==> src/rtl/pci_pkg.sv <==
package pci_pkg;
  localparam int unsigned PCI_SYNC_MIN = 2;

  typedef struct packed {
    logic rd;
    logic wr;
    logic clr;
  } pci_bus_t;
endpackage

==> src/rtl/pci_sync.sv <==
module pci_sync #(
  parameter int unsigned W      = 8,
  parameter int unsigned STAGES = pci_pkg::PCI_SYNC_MIN
) (
  input  logic         clk,
  input  logic [W-1:0] d_i,
  output logic [W-1:0] q_o
);
  logic [W-1:0] stage_q [STAGES];

  always_ff @(posedge clk) begin
    stage_q[0] <= d_i;
  end

  for (genvar gi = 1; gi < STAGES; gi++) begin : g_stage
    always_ff @(posedge clk) begin
      stage_q[gi] <= stage_q[gi-1];
    end
  end

  assign q_o = stage_q[STAGES-1];
endmodule

==> src/rtl/pci_snapshot.sv <==
module pci_snapshot #(
  parameter int unsigned W = 8
) (
  input  logic         clk,
  input  logic         load_i,
  input  logic [W-1:0] pin_s_i,
  input  logic [W-1:0] en_i,
  output logic [W-1:0] copy_o,
  output logic         mism_o
);
  logic [W-1:0] copy_q;
  logic [W-1:0] diff;

  // no reset: the snapshot is kept through every reset
  always_ff @(posedge clk) begin
    if (load_i) begin
      copy_q <= pin_s_i;
    end
  end

  always_comb begin
    diff   = (pin_s_i ^ copy_q) & en_i;
    mism_o = |diff;
  end

  assign copy_o = copy_q;
endmodule

==> src/rtl/pci_flag.sv <==
module pci_flag (
  input  logic clk,
  input  logic rst_n,
  input  logic mism_i,
  input  logic acc_i,
  input  logic clr_i,
  output logic flag_o
);
  logic flag_q;
  logic flag_d;

  always_comb begin
    flag_d = flag_q;
    if (mism_i && !acc_i) begin
      flag_d = 1'b1;
    end else if (clr_i) begin
      flag_d = 1'b0;
    end
  end

  always_ff @(posedge clk or negedge rst_n) begin
    if (!rst_n) begin
      flag_q <= 1'b0;
    end else begin
      flag_q <= flag_d;
    end
  end

  assign flag_o = flag_q;
endmodule

==> src/rtl/pin_change_irq.sv <==
module pin_change_irq #(
  parameter int unsigned W           = 8,
  parameter int unsigned SYNC_STAGES = 2
) (
  input  logic         clk,
  input  logic         rst_n,
  input  logic [W-1:0] pin_i,
  input  logic [W-1:0] chg_en_i,
  input  logic         rd_stb_i,
  input  logic         wr_stb_i,
  input  logic         flag_clr_i,
  input  logic         irq_en_i,
  output logic         flag_o,
  output logic         irq_o
);
  import pci_pkg::*;

  pci_bus_t     bus;
  logic         acc;
  logic [W-1:0] pin_s;
  logic [W-1:0] copy_q;
  logic         mism;
  logic         flag_q;

  always_comb begin
    bus.rd  = rd_stb_i;
    bus.wr  = wr_stb_i;
    bus.clr = flag_clr_i;
    acc     = bus.rd | bus.wr;
  end

  pci_sync #(.W(W), .STAGES(SYNC_STAGES)) sync_i (
    .clk (clk),
    .d_i (pin_i),
    .q_o (pin_s)
  );

  pci_snapshot #(.W(W)) snap_i (
    .clk     (clk),
    .load_i  (acc),
    .pin_s_i (pin_s),
    .en_i    (chg_en_i),
    .copy_o  (copy_q),
    .mism_o  (mism)
  );

  pci_flag flag_i (
    .clk    (clk),
    .rst_n  (rst_n),
    .mism_i (mism),
    .acc_i  (acc),
    .clr_i  (bus.clr),
    .flag_o (flag_q)
  );

  assign flag_o = flag_q;
  assign irq_o  = flag_q & irq_en_i;
endmodule

==> config.mk <==
export PLATFORM = sky130hd
export DESIGN_NAME = pin_change_irq
export DESIGN_NICKNAME = d
export VERILOG_FILES = /design/src/rtl/pci_pkg.sv /design/src/rtl/pci_sync.sv /design/src/rtl/pci_snapshot.sv /design/src/rtl/pci_flag.sv /design/src/rtl/pin_change_irq.sv
export SDC_FILE = /design/constraint.sdc
export NUM_CORES = 1
export LEC_CHECK = 0
export ABC_CLOCK_PERIOD_IN_PS = 1000
export BUFFER_PORTS_ARGS = -buffer_cell sky130_fd_sc_hd__buf_2
export CORE_MARGIN = 8
export CORE_UTILIZATION = 35
export DETAILED_ROUTE_END_ITERATION = 12
export PLACE_DENSITY_LB_ADDON = 0.1
export SLEW_MARGIN = 0
export SYNTH_ARGS = -nofsm -noshare
export SYNTH_HDL_FRONTEND = slang
export SYNTH_SLANG_ARGS = --single-unit
==> constraint.sdc <==
create_clock -name clk -period 1 [get_ports clk]
set_input_delay 0.1 -clock clk [delete_from_list [all_inputs] [get_ports clk]]
set_output_delay 0.1 -clock clk [all_outputs]
set_load 0.03 [all_outputs]
==> impl_metrics.env, run 1 <==
export IMPL_status="finished, violations left"
export IMPL_violations="setup timing"
export IMPL_rows=16
export IMPL_drt_iter0_drc=10
export IMPL_layout_setup_ws_ns=-0.112
export IMPL_dp_cells=92
export IMPL_antenna_found_initial=0
export IMPL_maxCapViolCount=0
export IMPL_end_kind="flop"
export IMPL_ir_drop_uv=1060
export IMPL_routedWlPerCell_um=10.8
export IMPL_fillers=171
export IMPL_path_max_fanout=1
export IMPL_ys_seq_area_share_pct=81.7
export IMPL_crit_start="snap_i.copy_o[1]"
export IMPL_grt_pass1_vias=457
export IMPL_final_common_cell="buf_2"
export IMPL_syn2layout_area_growth_pct=41.5
export IMPL_critical_path_top_delay_family="flip-flops"
export IMPL_hp_class="in2async"
export IMPL_core_region_area_sq_mm=0.00194
export IMPL_worst_pin_slew_ns=0.225
export IMPL_cpPeakStageDelay_ns=0.39
export IMPL_rr_worst_depth=4
export IMPL_multi_input_area_sq_um=130
export IMPL_cts_tree="done"
export IMPL_final_area_sq_mm=0.00101
export IMPL_drive_gt1_share_pct=36.3
export IMPL_final_antenna_net_count=0
export IMPL_max_clock_freq_ghz=0.899
export IMPL_final_cell_mix="buf_2 (21), dfxtp_1 (16), dlygate4sd3_1 (10)"
export IMPL_startpoint_type="flop"
export IMPL_fin_skew_ns=0.00137
export IMPL_relSlewSlack_pct=85.0
export IMPL_clk_latency_ns=0.29
export IMPL_nNetsFinal=103
export IMPL_track_usage_pct=6.66
export IMPL_p_total_uw=1720
export IMPL_dieArea_sq_mm=0.00375
export IMPL_hold_viol=0
export IMPL_clkSinkCount=25
export IMPL_port_buffers=23
export IMPL_firstDrtPassIters=3
export IMPL_path_buf_inv=0
export IMPL_drc=0
export IMPL_pwr_density_cell_mw_per_mm2=1700
export IMPL_cp_endpoint="flag_i.flag_o"
export IMPL_start_util_pct=36.9
export IMPL_r2r_start="snap_i.copy_o[1]"
export IMPL_clk_path_buf_depth=2
export IMPL_synthesis_nets=64
export IMPL_vias_per_cell=3.95
export IMPL_reg2reg_to="flag_i.flag_o"
export IMPL_post_synth_cell_area_avg_sq_um=17.1
export IMPL_finalWirelength_um=1160
export IMPL_ys_types=10
export IMPL_post_dp_cell_area_sq_um=866
export IMPL_overflow=0
export IMPL_finalSetupTns_ns=-0.202
export IMPL_cts_root_buf="clkbuf_4"
export IMPL_register_area_sq_um=586
export IMPL_cp_arrival_ns=1.29
export IMPL_yosys_warnings=0
export IMPL_clkSlewWorstSetupHoldPaths_ns=0.12
export IMPL_rrSetupSlack_ns=-0.11
export IMPL_leakage_uw=0.000446
export IMPL_rsz0062_at_grt="true"
export IMPL_final_cells=107
export IMPL_synthCells=42
export IMPL_place_congestion=0.593
export IMPL_path_class="reg2reg"
export IMPL_setup_viol=2
export IMPL_slew_violations=0
export IMPL_synthesis_area_sq_um=717
export IMPL_num_vias=423
export IMPL_die_w_um=61.3
export IMPL_ios=24
export IMPL_grt_max_degree=14
export IMPL_cts_buffers=3
export IMPL_diodes=0
export IMPL_cp_required_ns=1.18
export IMPL_cts_max_level=1
export IMPL_path_cells="xor2_1, a22oi_1, and4_1, o22ai_1"
export IMPL_ys_ff_latch=25
export IMPL_cpMaxStageDelayCell="edfxtp_1"
export IMPL_grt_pass1_wl_um=1840
export IMPL_period_needed_ns=1.11
export IMPL_die_h_um=61.3
export IMPL_cp_depth=4
export IMPL_period_share_pct=111
-- layer usage --
metal / routed length, um / GRT usage, % / part of all wire, %
met1: 579 / 8.22 / 50
met2: 489 / 10.3 / 42
met3: 91 / 2.71 / 7.8
met4: 0 / 1.99 / 0
met5: 0 / 0 / 0
-- synth_stat cells --
| library cell | count | share of area, % |
|---|---|---|
| xor2_1 | 8 | 9.8 |
| dfxtp_1 | 16 | 45 |
| and4_1 | 1 | 1.2 |
| and2_1 | 1 | 0.87 |
| edfxtp_1 | 8 | 34 |
| inv_1 | 1 | 0.52 |
| a22oi_1 | 4 | 4.2 |
| dfrtp_1 | 1 | 3.5 |
| or2_2 | 1 | 0.87 |
| o22ai_1 | 1 | 0.87 |
-- flip-flops by register name (all words and copies together), names as in the netlist --
register and count:
sync_i.stage_q 16, snap_i.copy_o 8, flag_i.flag_o 1
-- power breakdown --
group	leakage [uW]	switching (uW)	internal, uW	total, uW
clock network	0.0000150	253	155	408
logic	0.000202	63.8	109	173
registers	0.000229	28.2	1120	1140
-- worst min path at each step --
| stage | from | to | slack, ns | depth (start not counted) |
|---|---|---|---|---|
| after global placement | rst_n | flag_i.flag_o | -0.12 | 1 |
| after global routing | rst_n | flag_i.flag_o | 0.07 | 2 |
| after floorplan | rst_n | flag_i.flag_o | -0.20 | 0 |
| final | rst_n | flag_i.flag_o | 0.09 | 2 |
| after CTS | rst_n | flag_i.flag_o | 0.08 | 2 |
| after detailed placement | rst_n | flag_i.flag_o | -0.12 | 1 |
-- layout make-up --
cell class	count	share of cell area, %
clock buffer	4	2.59
sequential	25	57.7
multi-input combinational	16	12.8
inverter	1	0.370
timing repair buffer	34	23.2
tap	27	3.33
-- through the flow --
| stage | util (%) | setup slack [ns] | hold WS [ns] |
|---|---|---|---|
| 2_1_floorplan | - | -0.0152 | -0.196 |
| 5_1_grt | 52.3 | -0.183 | 0.0715 |
| 3_3_place_gp | 44.6 | -0.0912 | -0.125 |
| 6_report | 52.3 | -0.112 | 0.0877 |
| 3_5_place_dp | 44.6 | -0.115 | -0.124 |
| 4_1_cts | 51.5 | -0.125 | 0.0797 |
-- logic make-up after synthesis --
kind of cell	count (synthesis)	share of synthesized area [%]
XOR/XNOR	8	9.77
buffers and inverters	1	0.523
AND/OR/NAND/NOR	3	2.97
AO/OA/AOI/OAI	5	5.06
flip-flops	25	81.7
-- worst register-to-register path: stages (launching register included) --
cell	delay, ns
edfxtp_1	0.39
xor2_1	0.15
a22oi_1	0.20
and4_1	0.20
o22ai_1	0.06
-- timing repair --
| item | CTS | global route |
|---|---|---|
| pin swaps | 1 | 0 |
| endpoints found under the hold margin | 10 | 0 |
| buffers inserted | 0 | 1 |
| gates resized for setup | 3 | 3 |
| endpoints found under the setup margin | 2 | 3 |
| hold buffers | 10 | 0 |
Power figures use the tool's default switching activity.
==> run 2: changes to the inputs <==
--- a/config.mk
+++ b/config.mk
@@ -7,6 +7,7 @@
 export LEC_CHECK = 0
 export ABC_CLOCK_PERIOD_IN_PS = 1000
 export BUFFER_PORTS_ARGS = -buffer_cell sky130_fd_sc_hd__buf_2
+export CORE_ASPECT_RATIO = 1.5
 export CORE_MARGIN = 8
 export CORE_UTILIZATION = 35
 export DETAILED_ROUTE_END_ITERATION = 12
==> impl_metrics.env, run 2 (same netlist as run 1, synthesis figures left out) <==
export IMPL_hpwl_um=852
export IMPL_dp_slack_ns=-0.116
export IMPL_switching_share_pct=20.8
export IMPL_status="finished, violations left"
export IMPL_hold_viol=0
export IMPL_period_share_pct=110
export IMPL_dp_cells=87
export IMPL_drc=0
export IMPL_largest_register_ffs=16
export IMPL_final_antenna_net_count=0
export IMPL_post_dp_cell_area_sq_um=860
export IMPL_ir_drop_uv=919
export IMPL_vias_per_cell=4.30
export IMPL_place_congestion=0.680
export IMPL_worst_pin_slew_ns=0.207
export IMPL_p_int_uw=1360
export IMPL_layout_setup_ws_ns=-0.101
export IMPL_diodes=0
export IMPL_path_class="reg2reg"
export IMPL_antenna_found_initial=0
export IMPL_routedWlPerCell_um=11.6
export IMPL_path_cells="xor2_1, a22oi_1, and4_1, o22ai_1"
export IMPL_critical_path_top_delay_family="flip-flops"
export IMPL_hp_class="in2async"
export IMPL_r2r_start="snap_i.copy_o[6]"
export IMPL_multi_input_area_sq_um=130
export IMPL_die_w_um=53.0
export IMPL_final_common_cell="buf_2"
export IMPL_finalWirelength_um=1170
export IMPL_post_cts_setup_buffers=0
export IMPL_final_cells=101
export IMPL_overflow=0
export IMPL_fin_skew_ns=0.000917
export IMPL_clkSinkCount=25
export IMPL_maxCapViolCount=0
export IMPL_die_h_um=71.4
export IMPL_grt_pass1_wl_um=1970
export IMPL_clk_latency_ns=0.30
export IMPL_grt_pass1_vias=489
export IMPL_leakage_uw=0.000442
export IMPL_register_area_sq_um=586
export IMPL_fillers=177
export IMPL_max_clock_freq_ghz=0.909
export IMPL_utilization_pct=50.4
export IMPL_nNetsFinal=102
export IMPL_num_vias=434
export IMPL_port_buffers=23
export IMPL_cp_arrival_ns=1.29
export IMPL_clkSlewWorstSetupHoldPaths_ns=0.12
export IMPL_cpMaxStageDelayCell="edfxtp_1"
export IMPL_firstDrtPassIters=2
export IMPL_final_area_sq_um=996
export IMPL_dieArea_sq_mm=0.00378
export IMPL_violations="setup timing"
export IMPL_core_region_area_sq_mm=0.00198
export IMPL_start_util_pct=36.3
export IMPL_slew_violations=0
export IMPL_path_max_fanout=1
export IMPL_seqPwrFrac_pct=66.4
export IMPL_cts_max_level=1
export IMPL_relSlewSlack_pct=86.2
export IMPL_rsz0062_at_grt="true"
export IMPL_finalSetupTns_ns=-0.199
export IMPL_setup_viol=3
export IMPL_drt_iter0_drc=5
export IMPL_cts_buffers=3
export IMPL_top_register="sync_i.stage_q"
export IMPL_drive_gt1_share_pct=36.7
export IMPL_comb_power_share_pct=9.3
export IMPL_switchingPower_uw=358
export IMPL_rows=20
export IMPL_rr_worst_depth=4
export IMPL_clkPwrFrac_pct=24.2
export IMPL_cts_tree="done"
export IMPL_cp_required_ns=1.19
export IMPL_final_cell_mix="buf_2 (22), dfxtp_1 (16), dlygate4sd3_1 (10)"
export IMPL_cts_root_buf="clkbuf_4"
export IMPL_track_usage_pct=6.74
export IMPL_end_kind="flop"
export IMPL_rrSetupSlack_ns=-0.10
export IMPL_path_buf_inv=0
export IMPL_grt_max_degree=15
export IMPL_syn2layout_area_growth_pct=38.9
export IMPL_ios=24
export IMPL_clk_path_buf_depth=2
export IMPL_startpoint_type="flop"
export IMPL_reg2reg_to="flag_i.flag_o"
export IMPL_pwr_density_cell_mw_per_mm2=1730
export IMPL_cpPeakStageDelay_ns=0.40
export IMPL_period_needed_ns=1.10
-- run 2: cell count changes in the layout (fill, tap and decap cells not counted) --
cell      previous run  this run
clkbuf_1             1         0
buf_4                1         0
buf_2               21        22
buf_6                2         1
clkinv_2             0         1
-- run 2: power groups by stage --
| stage | logic, uW | clock network, uW | registers, uW |
|---|---|---|---|
| 3_5_place_dp | 125 | 0 | 1170 |
| 3_3_place_gp | 125 | 0 | 1160 |
| 4_1_cts | 162 | 442 | 1140 |
| 6_report | 160 | 417 | 1140 |
| 5_1_grt | 174 | 478 | 1150 |
| 2_1_floorplan | 58.9 | 0 | 1170 |
-- run 2: final cells by class --
type	instances	area share (%)
sequential	25	58.8
timing repair buffer	33	22.2
multi-input combinational	16	13.1
tap	22	2.76
clock buffer	3	2.26
clock inverter	1	0.503
inverter	1	0.377
-- run 2: worst register-to-register path, stage by stage (launching register included) --
cell      delay [ns]
edfxtp_1        0.40
xor2_1          0.15
a22oi_1         0.18
and4_1          0.21
o22ai_1         0.06
-- run 2: worst max path at each step --
stage / from / endpoint / cells past startpoint
floorplan: snap_i.copy_o[6] / flag_i.flag_o / 4
global placement: snap_i.copy_o[7] / flag_i.flag_o / 4
detailed placement: snap_i.copy_o[0] / flag_i.flag_o / 4
CTS: snap_i.copy_o[0] / flag_i.flag_o / 4
global route: flag_i.flag_o / irq_o / 2
finish: snap_i.copy_o[6] / flag_i.flag_o / 4
-- run 2: per-layer routing --
metal  vias to the layer above  global-route usage (%)  share of wire, %
li1                        223                       -                 -
met5                         -                       0                 0
met1                       190                    6.44                41
met4                         0                    3.47                 0
met3                         0                    4.55                14
met2                        21                    10.5                45
-- run 2: timing repair --
action                                 4_1_cts  5_1_grt
setup endpoints to repair                    3        3
endpoints found under the hold margin       10        0
resized for setup                            3        0
hold buffers                                10        0
pin swaps                                    1        4
-- run 2: through the flow --
| step | hold WS [ns] | power, uW |
|---|---|---|
| finish | 0.0915 | 1720 |
| global route | 0.0634 | 1800 |
| CTS | 0.0542 | 1750 |
| detailed placement | -0.121 | 1290 |
| global placement | -0.122 | 1290 |
| floorplan | -0.196 | 1230 |
==> run 3: changes to the inputs <==
--- a/config.mk
+++ b/config.mk
@@ -10,8 +10,9 @@
 export CORE_ASPECT_RATIO = 1.5
 export CORE_MARGIN = 8
 export CORE_UTILIZATION = 35
+export CTS_BUF_LIST = sky130_fd_sc_hd__clkbuf_8
 export DETAILED_ROUTE_END_ITERATION = 12
-export PLACE_DENSITY_LB_ADDON = 0.1
+export RECOVER_POWER = 100
 export SLEW_MARGIN = 0
 export SYNTH_ARGS = -nofsm -noshare
 export SYNTH_HDL_FRONTEND = slang
==> impl_metrics.env, run 3 (same netlist as run 1, synthesis figures left out) <==
export IMPL_cp_arrival_ns=1.22
export IMPL_final_antenna_net_count=0
export IMPL_place_congestion=0.679
export IMPL_num_vias=402
export IMPL_nNetsFinal=101
export IMPL_overflow=0
export IMPL_busiest_layer="met2"
export IMPL_end_kind="flop"
export IMPL_firstDrtPassIters=2
export IMPL_syn2layout_area_growth_pct=40.0
export IMPL_status="finished, violations left"
export IMPL_clkSlewWorstSetupHoldPaths_ns=0.07
export IMPL_startpoint_type="flop"
export IMPL_layout_setup_ws_ns=-0.0871
export IMPL_fin_skew_ns=0.000506
export IMPL_grt_max_degree=14
export IMPL_top_register="sync_i.stage_q"
export IMPL_cts_tree="done"
export IMPL_grt_pass1_vias=404
export IMPL_drt_iter0_drc=10
export IMPL_core_region_area_sq_mm=0.00198
export IMPL_largest_register_ffs=16
export IMPL_slew_violations=0
export IMPL_ios=24
export IMPL_pwr_density_cell_mw_per_mm2=1820
export IMPL_antenna_found_initial=0
export IMPL_hp_class="in2reg"
export IMPL_post_dp_cell_area_sq_um=860
export IMPL_utilization_pct=50.8
export IMPL_worst_pin_slew_ns=0.195
export IMPL_final_common_cell="buf_2"
export IMPL_period_share_pct=109
export IMPL_post_cts_setup_buffers=0
export IMPL_clk_latency_ns=0.25
export IMPL_clkSinkCount=25
export IMPL_diodes=0
export IMPL_maxCapViolCount=0
export IMPL_violations="setup timing"
export IMPL_cts_buffers=3
export IMPL_p_total_uw=1830
export IMPL_routedWlPerCell_um=10.5
export IMPL_track_usage_pct=5.47
export IMPL_clk_path_buf_depth=2
export IMPL_grtUsageMet3_pct=4.14
export IMPL_grtUsageMet2_pct=8.77
export IMPL_rsz0062_at_grt="true"
export IMPL_drc=0
export IMPL_ir_drop_uv=1150
export IMPL_vias_per_cell=4.02
export IMPL_drive_gt1_share_pct=35.9
export IMPL_dieArea_sq_mm=0.00378
export IMPL_dp_cells=87
export IMPL_port_buffers=23
export IMPL_finalSetupTns_ns=-0.110
export IMPL_final_area_sq_mm=0.00100
export IMPL_start_util_pct=36.3
export IMPL_hpwl_um=821
export IMPL_rows=20
export IMPL_use_met1_pct=4.80
export IMPL_final_cell_mix="buf_2 (22), dfxtp_1 (16), dlygate4sd3_1 (9)"
export IMPL_final_cells=100
export IMPL_cts_max_level=1
export IMPL_finalWirelength_um=1050
export IMPL_cp_required_ns=1.14
export IMPL_cts_root_buf="clkbuf_8"
export IMPL_max_clock_freq_ghz=0.920
export IMPL_path_class="reg2reg"
export IMPL_period_needed_ns=1.09
export IMPL_rrSetupSlack_ns=-0.09
export IMPL_path_max_fanout=1
export IMPL_die_h_um=71.4
export IMPL_leakage_uw=0.000447
export IMPL_hold_viol=0
export IMPL_die_w_um=53.0
export IMPL_grt_pass1_wl_um=1530
export IMPL_setup_viol=2
export IMPL_relSlewSlack_pct=87.0
## run 3: cell types whose count changed in the layout (fill, tap and decap cells not counted), sizes merged
| cell | change |
|---|---|
| clkinv | -1 |
| inv | +1 |
| dlygate4sd3 | -1 |
## run 3: final timing paths
check,startpoint,cells after the start,end
min,flag_clr_i,2,flag_i.flag_o
max in group asynchronous,rst_n,2,flag_i.flag_o
min reg2reg,sync_i.stage_q[0][2],0,sync_i.stage_q[0][10]
max reg2reg,snap_i.copy_o[0],4,flag_i.flag_o
min in group asynchronous,rst_n,2,flag_i.flag_o
max,snap_i.copy_o[0],4,flag_i.flag_o
## run 3: through the flow
stage                     setup slack (ns)  hold WS [ns]
final                              -0.0871        0.0290
after global placement              -0.124        -0.121
after global routing                -0.182        0.0212
after CTS                           -0.100        0.0230
after detailed placement           -0.0959        -0.122
after floorplan                    -0.0152        -0.196
## run 3: layer usage
layer / vias to the layer above / wire, um
met2: 17 / 519
met5: - / 0
li1: 216 / -
met1: 167 / 387
met4: 0 / 16
met3: 2 / 130
## run 3: power breakdown
group | internal, uW | leakage, uW | switching [uW] | total (uW)
combinational | 95.8 | 0.000191 | 59.5 | 155
clock | 273 | 0.0000269 | 260 | 533
sequential | 1120 | 0.000229 | 26.8 | 1140
## run 3: worst max-delay path: stages, from the launching register on
cell and delay [ns]:
edfxtp_1 0.38, xor2_1 0.15, a22oi_1 0.18, and4_1 0.21, o22ai_1 0.06
## run 3: repair_timing
| item | CTS | global route |
|---|---|---|
| hold endpoints to repair | 9 | 0 |
| hold buffers | 9 | 0 |
| pin swaps | 2 | 0 |
| endpoints found under the setup margin | 2 | 2 |
| resized for setup | 3 | 0 |
## run 3: final cells by class
type,instances,area [sq um]
fillers,170,973
flip-flops and latches,25,586
repair buffers,32,211
multi-input cells,16,130
clock buffers,3,41.3
well taps,22,27.5
clock inverters,1,3.75
inverters,1,3.75
